<file path="src/rtl/adc_seq_pkg.sv">
// Package: shared sizes and the handshake state type for the sequence controller.
// Assumes channel numbers of 5 bits and a list of at most 16 entries.
package adc_seq_pkg;
    parameter int CHAN_W   = 5;
    parameter int MAX_LEN  = 16;
    parameter int GRP_W    = 3;
    localparam int IDX_W   = $clog2(MAX_LEN);

    typedef enum logic [1:0] {
        ST_IDLE  = 2'd0,
        ST_ISSUE = 2'd1,
        ST_WAIT  = 2'd2
    } seq_state_t;
endpackage

</file>
<file path="src/rtl/adc_seq_chsel.sv">
// Module: unpacks the flat channel list and selects the entry at the pointer.
// Assumes entry i sits at bits [CHAN_W*i +: CHAN_W] of the flat vector.
module adc_seq_chsel #(
    parameter int CHAN_W  = 5,
    parameter int MAX_LEN = 16,
    localparam int IDX_W  = $clog2(MAX_LEN)
) (
    input  logic [CHAN_W*MAX_LEN-1:0] chans_flat,
    input  logic [IDX_W-1:0]          sel,
    output logic [CHAN_W-1:0]         chan
);
    logic [CHAN_W-1:0] entry [MAX_LEN];

    // Split the flat vector into one slot per entry.
    for (genvar g = 0; g < MAX_LEN; g++) begin : g_unpack
        assign entry[g] = chans_flat[CHAN_W*g +: CHAN_W];
    end

    // Pick the entry addressed by the pointer.
    always_comb begin
        chan = entry[sel];
    end
endmodule

</file>
<file path="src/rtl/adc_seq_ptr.sv">
// Module: holds the sequence position and the count within the current subgroup.
// Assumes 'advance' is raised once per finished conversion and 'open_grp' once per accepted trigger.
module adc_seq_ptr #(
    parameter int MAX_LEN = 16,
    parameter int GRP_W   = 3,
    localparam int IDX_W  = $clog2(MAX_LEN)
) (
    input  logic             clk,
    input  logic             rst_n,
    input  logic             rewind,
    input  logic             open_grp,
    input  logic             advance,
    input  logic [IDX_W-1:0] last_idx,
    input  logic             disc_en,
    input  logic [GRP_W-1:0] grp_last,
    output logic [IDX_W-1:0] ptr,
    output logic             at_last,
    output logic             stop
);
    logic [GRP_W-1:0] sub_cnt;
    logic             grp_full;

    // Decode end of list and end of subgroup for the entry now converting.
    always_comb begin
        at_last  = (ptr >= last_idx);
        grp_full = disc_en && (sub_cnt == grp_last);
        stop     = at_last || grp_full;
    end

    // Move the position forward after each conversion; wrap at the list end.
    always_ff @(posedge clk) begin
        if (!rst_n || rewind) begin
            ptr <= '0;
        end else if (advance) begin
            ptr <= at_last ? '0 : ptr + 1'b1;
        end
    end

    // Count conversions inside the subgroup opened by the latest trigger.
    always_ff @(posedge clk) begin
        if (!rst_n || rewind) begin
            sub_cnt <= '0;
        end else if (open_grp) begin
            sub_cnt <= '0;
        end else if (advance) begin
            sub_cnt <= sub_cnt + 1'b1;
        end
    end
endmodule

</file>
<file path="src/rtl/adc_seq_fsm.sv">
// Module: request/done handshake sequencer; one request outstanding at a time.
// Assumes conv_done is a one-cycle pulse; done outside the wait state is dropped.
module adc_seq_fsm
    import adc_seq_pkg::*;
(
    input  logic clk,
    input  logic rst_n,
    input  logic enable,
    input  logic trigger,
    input  logic conv_done,
    input  logic stop,
    output logic open_grp,
    output logic advance,
    output logic req,
    output logic busy
);
    seq_state_t state, state_nx;

    // Decide the next state and the single-cycle strobes.
    always_comb begin
        state_nx = state;
        open_grp = 1'b0;
        advance  = 1'b0;
        unique case (state)
            ST_IDLE: begin
                if (trigger) begin
                    open_grp = 1'b1;
                    state_nx = ST_ISSUE;
                end
            end
            ST_ISSUE: state_nx = ST_WAIT;
            ST_WAIT: begin
                if (conv_done) begin
                    advance  = 1'b1;
                    state_nx = stop ? ST_IDLE : ST_ISSUE;
                end
            end
            default: state_nx = ST_IDLE;
        endcase
        if (!enable) begin
            open_grp = 1'b0;
            advance  = 1'b0;
            state_nx = ST_IDLE;
        end
    end

    // Hold the handshake state; reset forces idle.
    always_ff @(posedge clk) begin
        if (!rst_n) state <= ST_IDLE;
        else        state <= state_nx;
    end

    // Drive the request strobe and the activity flag from the state.
    always_comb begin
        req  = (state == ST_ISSUE);
        busy = (state != ST_IDLE);
    end
endmodule

</file>
<file path="src/rtl/adc_seq_evt.sv">
// Module: registers the end-of-conversion and end-of-sequence pulses.
// Assumes 'advance' marks a finished conversion and 'at_last' the final entry.
module adc_seq_evt (
    input  logic clk,
    input  logic rst_n,
    input  logic advance,
    input  logic at_last,
    output logic eoc,
    output logic eos
);
    // One pulse per finished conversion; end-of-sequence rides on the last one.
    always_ff @(posedge clk) begin
        if (!rst_n) begin
            eoc <= 1'b0;
            eos <= 1'b0;
        end else begin
            eoc <= advance;
            eos <= advance && at_last;
        end
    end
endmodule

</file>
<file path="src/rtl/adc_seq_ctrl.sv">
// Module: top of the regular-group sequence controller.
// Walks a programmed channel list, in full or in subgroups, over a start/done port.
// Assumes configuration inputs are held steady while busy is high.
module adc_seq_ctrl
    import adc_seq_pkg::*;
#(
    parameter int CH_W   = adc_seq_pkg::CHAN_W,
    parameter int LEN    = adc_seq_pkg::MAX_LEN,
    parameter int GW     = adc_seq_pkg::GRP_W,
    localparam int PW    = $clog2(LEN)
) (
    input  logic             clk,
    input  logic             rst_n,
    input  logic             enable,
    input  logic             trigger,
    input  logic             disc_en,
    input  logic [GW-1:0]    disc_size,
    input  logic [PW-1:0]    seq_len,
    input  logic [CH_W*LEN-1:0] seq_chans,
    output logic             conv_start,
    output logic [CH_W-1:0]  conv_chan,
    input  logic             conv_done,
    output logic             eoc,
    output logic             eos,
    output logic             busy
);
    logic          open_grp;
    logic          advance;
    logic          stop;
    logic          at_last;
    logic [PW-1:0] ptr;

    adc_seq_fsm u_fsm (
        .clk       (clk),
        .rst_n     (rst_n),
        .enable    (enable),
        .trigger   (trigger),
        .conv_done (conv_done),
        .stop      (stop),
        .open_grp  (open_grp),
        .advance   (advance),
        .req       (conv_start),
        .busy      (busy)
    );

    adc_seq_ptr #(.MAX_LEN(LEN), .GRP_W(GW)) u_ptr (
        .clk      (clk),
        .rst_n    (rst_n),
        .rewind   (!enable),
        .open_grp (open_grp),
        .advance  (advance),
        .last_idx (seq_len),
        .disc_en  (disc_en),
        .grp_last (disc_size),
        .ptr      (ptr),
        .at_last  (at_last),
        .stop     (stop)
    );

    adc_seq_chsel #(.CHAN_W(CH_W), .MAX_LEN(LEN)) u_sel (
        .chans_flat (seq_chans),
        .sel        (ptr),
        .chan       (conv_chan)
    );

    adc_seq_evt u_evt (
        .clk     (clk),
        .rst_n   (rst_n),
        .advance (advance),
        .at_last (at_last),
        .eoc     (eoc),
        .eos     (eos)
    );
endmodule

</file>
<file path="config.mk">
export PLATFORM = sky130hd
export DESIGN_NAME = adc_seq_ctrl
export DESIGN_NICKNAME = d
export VERILOG_FILES = /design/src/rtl/adc_seq_pkg.sv /design/src/rtl/adc_seq_chsel.sv /design/src/rtl/adc_seq_ptr.sv /design/src/rtl/adc_seq_fsm.sv /design/src/rtl/adc_seq_evt.sv /design/src/rtl/adc_seq_ctrl.sv
export SDC_FILE = /design/constraint.sdc
export NUM_CORES = 1
export LEC_CHECK = 0
export BUFFER_PORTS_ARGS = -buffer_cell sky130_fd_sc_hd__buf_2
export CORE_ASPECT_RATIO = 0.6
export CORE_MARGIN = 4
export CORE_UTILIZATION = 39
export CTS_CLUSTER_SIZE = 24
export DETAILED_ROUTE_END_ITERATION = 10
export PLACE_DENSITY_LB_ADDON = 0.3
export SYNTH_ARGS = -nofsm -noshare
export SYNTH_HDL_FRONTEND = slang
export SYNTH_SLANG_ARGS = --single-unit
</file>
<file path="constraint.sdc">
create_clock -name clk -period 2.7 [get_ports clk]
set_clock_uncertainty 0.2 [all_clocks]
set_input_delay 0.27 -clock clk [delete_from_list [all_inputs] [get_ports clk]]
set_output_delay 0.27 -clock clk [all_outputs]
set_load 0.005 [all_outputs]
</file>
==> flow_summary.ini <==
[synth]
synthesis.nets = 212
synth_largest_area_cell = mux4_2
synth-seq-cells = 11
synth.avg_cell_area_um2 = 11.0
synth_area_mm2 = 0.00124
synth_warnings = 0
synth_cells = 113
yosysTopAreaCellShare_pct = 29.1
synth.distinct_cells = 31
yosysSeqAreaShare_pct = 17.8
synthTopCellsByArea = mux4_2 (29%), dfxtp_1 (18%), mux4_1 (8.5%), ha_1 (6.1%), nand3_1 (4.4%)

[floorplanning]
fp.dieW_um = 80.7
die_y_um = 51.6
num_io_pins = 102
std_cell_rows = 15
start_util_pct = 42.0
fp.dieArea_mm2 = 0.00417
core-area_mm2 = 0.00295

[sta]
rsz0062_at_grt = false
period_share_pct = 87.2
max-slew-margin-rel_pct = 61.8
fin_ws_ps = 345
setup_viol = 0
fin_hold_ws_ps = 103
fmax_mhz = 425
fin_crit_ps = 2360
hold_violations = 0
tightest_slew_ps = 563
tns_ps = 0
slew_viol_final = 0

[route]
antenna_left = 0
drt_first_iter_violations = 39
dr.max_layer_used = met4
drcViolationCount = 0
vias_per_cell = 5.14
route.met2.wl_mm = 1.83
dr.pass1.iters = 4
vias = 1316
dr_wl_met3_um = 269
wirelength_mm = 3.82
wl_met1_mm = 1.65
wl_per_cell_um = 14.9

[power_and_ir_drop]
pwr-share-seq_pct = 36.7
power_mw = 0.449
switching_power_mw = 0.101
p_int_mw = 0.348
p_per_area_mw_per_mm2 = 250
power.leakage_nw = 0.848
combPwrFrac_pct = 26.4
swShare_pct = 22.5
ir_drop_uv = 258
clkPwrFrac_pct = 36.9

[run]
timing.max_cap.violations = 0

[setup_path]
crit_buf_inv = 2
r2r_slack_ps = 600
arrival_ps = 1890
crit_required_ps = 2230
end_kind = output port
crit_path_start_kind = register
crit_family = multiplexers
cp_cell_sequence = buf_4 -> mux4_1 -> a22oi_1 -> nand3_1 -> buf_2
critPathKind = reg2out
reg2reg_to = u_ptr.ptr[2]
cp_max_fo = 15
slowest_stage = mux4_1
worst_r2r_path_depth = 7
cp_slowest_stage_delay_ps = 590
reg2reg_from = u_ptr.ptr[0]

[min_path]
hold_path_class = in2reg
min_path_cells = 3
min_to = u_fsm.state[0]
min-delay-start = trigger

[layout]
final_util_pct = 60.9
drive_above_1_share_pct = 58.4
ff_latch_area_um2 = 220
num_antenna_cells = 0
post-route-cell-area_mm2 = 0.00180
multiInputGateArea_um2 = 923
fin_cells = 256
mostFrequentLayoutCells = buf_2 (101), mux4_2 (16), nor2_1 (12)
syn_to_final_growth_pct = 45.1
layout_commonest_cell = buf_2
fill_cells = 279
fin_nets = 314

[cts]
cts-htree-levels = 1
cts_hold_buf = 0
cts_sinks = 11
root_buffer = clkbuf_8
clk_pin_slew_ps = 50
insertion_delay_ps = 240
cts_buffers = 3
cts.repair.resized = 0
cts_tree = yes
cts.path.max_buffers = 2
post_cts_buffers = 0

[global_route]
antenna_found_initial = 0
grt_max_degree = 16
grt-ovfl-total = 0
grt_pass1_vias = 1141
grt_pass1_wl_mm = 5.64
grtUsageTotal_pct = 18.3

[place]
dp.cells = 252
gp_congestion = 0.779
post-place-ws_ps = 567
port_buffers = 101
dpl_cell_area_mm2 = 0.00175
dpl.hpwl_mm = 3.28

[outcome]
status = completed
-- routing by layer --
layer  track usage (%)  vias to the layer above
met5                 0                        -
met4              7.02                        0
met3              4.67                        7
met2              25.4                       46
met1              26.9                      620
li1                  -                      643
-- tightest hold or removal path, delay by kind of cell --
kind                   cells  cell delay (ps)
AO/OA/AOI/OAI              1               60
buffers and inverters      1               90
AND/OR/NAND/NOR            1               70
-- how the worst max path moves through the flow --
| stage | startpoint | endpoint | slack [ps] | depth (start not counted) |
|---|---|---|---|---|
| 2_1_floorplan | u_ptr.ptr[0] | u_ptr.ptr[0] | 610 | 8 |
| 3_3_place_gp | u_ptr.ptr[0] | conv_chan[2] | 620 | 5 |
| 3_5_place_dp | u_ptr.ptr[0] | u_ptr.ptr[2] | 570 | 7 |
| 4_1_cts | u_ptr.ptr[0] | conv_chan[2] | 340 | 5 |
| 5_1_grt | u_ptr.ptr[0] | conv_chan[4] | 220 | 5 |
| 6_report | u_ptr.ptr[0] | conv_chan[2] | 340 | 5 |
-- power by group through the flow --
stage	Clock [mW]	Combinational, mW	Sequential [mW]
after floorplan	0	0.0446	0.168
after global placement	0	0.117	0.168
after detailed placement	0	0.119	0.168
after CTS	0.170	0.120	0.165
after global routing	0.180	0.130	0.165
final	0.166	0.118	0.165
-- kinds of logic (layout without fill, tap and decap cells) --
kind of cell	after synthesis	after routing	synth area share (%)
DFF	11	11	17.8
AOI/OAI and AO/OA	11	11	7.08
muxes	22	22	39.2
xor gates and xnor gates	8	8	5.66
buffers and inverters	13	114	7.58
adders and majority gates	6	6	6.07
and+or+nand+nor	42	42	16.6
-- synthesized netlist by cell type --
master and n:
nor4_1 1, o21a_1 1, nand4_1 1, a21oi_1 1
a41oi_1 1, buf_2 2, xor2_1 4, ha_1 6
a22oi_1 5, nand3_1 11, nor2b_1 2, buf_4 1
inv_1 5, nor2_1 12, a2111oi_2 1, o311ai_1 1
mux4_2 16, buf_6 3, mux2i_1 2, dfxtp_1 11
buf_1 1, buf_12 1, xnor2_1 4, and4b_1 1
nand3b_1 1, mux4_1 4, nor3b_1 1, nand2b_1 1
o21ai_0 1, nand2_1 9, and2b_1 2
-- area by class of cell --
type	instances	area share, %
Inverter	5	1.05
Sequential cell	11	12.3
Tap cell	42	2.93
Multi-Input combinational cell	89	51.4
Timing Repair Buffer	105	29.8
Clock buffer	4	2.51
-- flip-flops by register name, summed over array words and instances, names as in the netlist --
register / cells
u_evt.eos: 1
u_ptr.ptr: 4
u_fsm.state: 2
u_evt.eoc: 1
u_ptr.sub_cnt: 3
No activity file was read; power rests on OpenSTA's default activity.
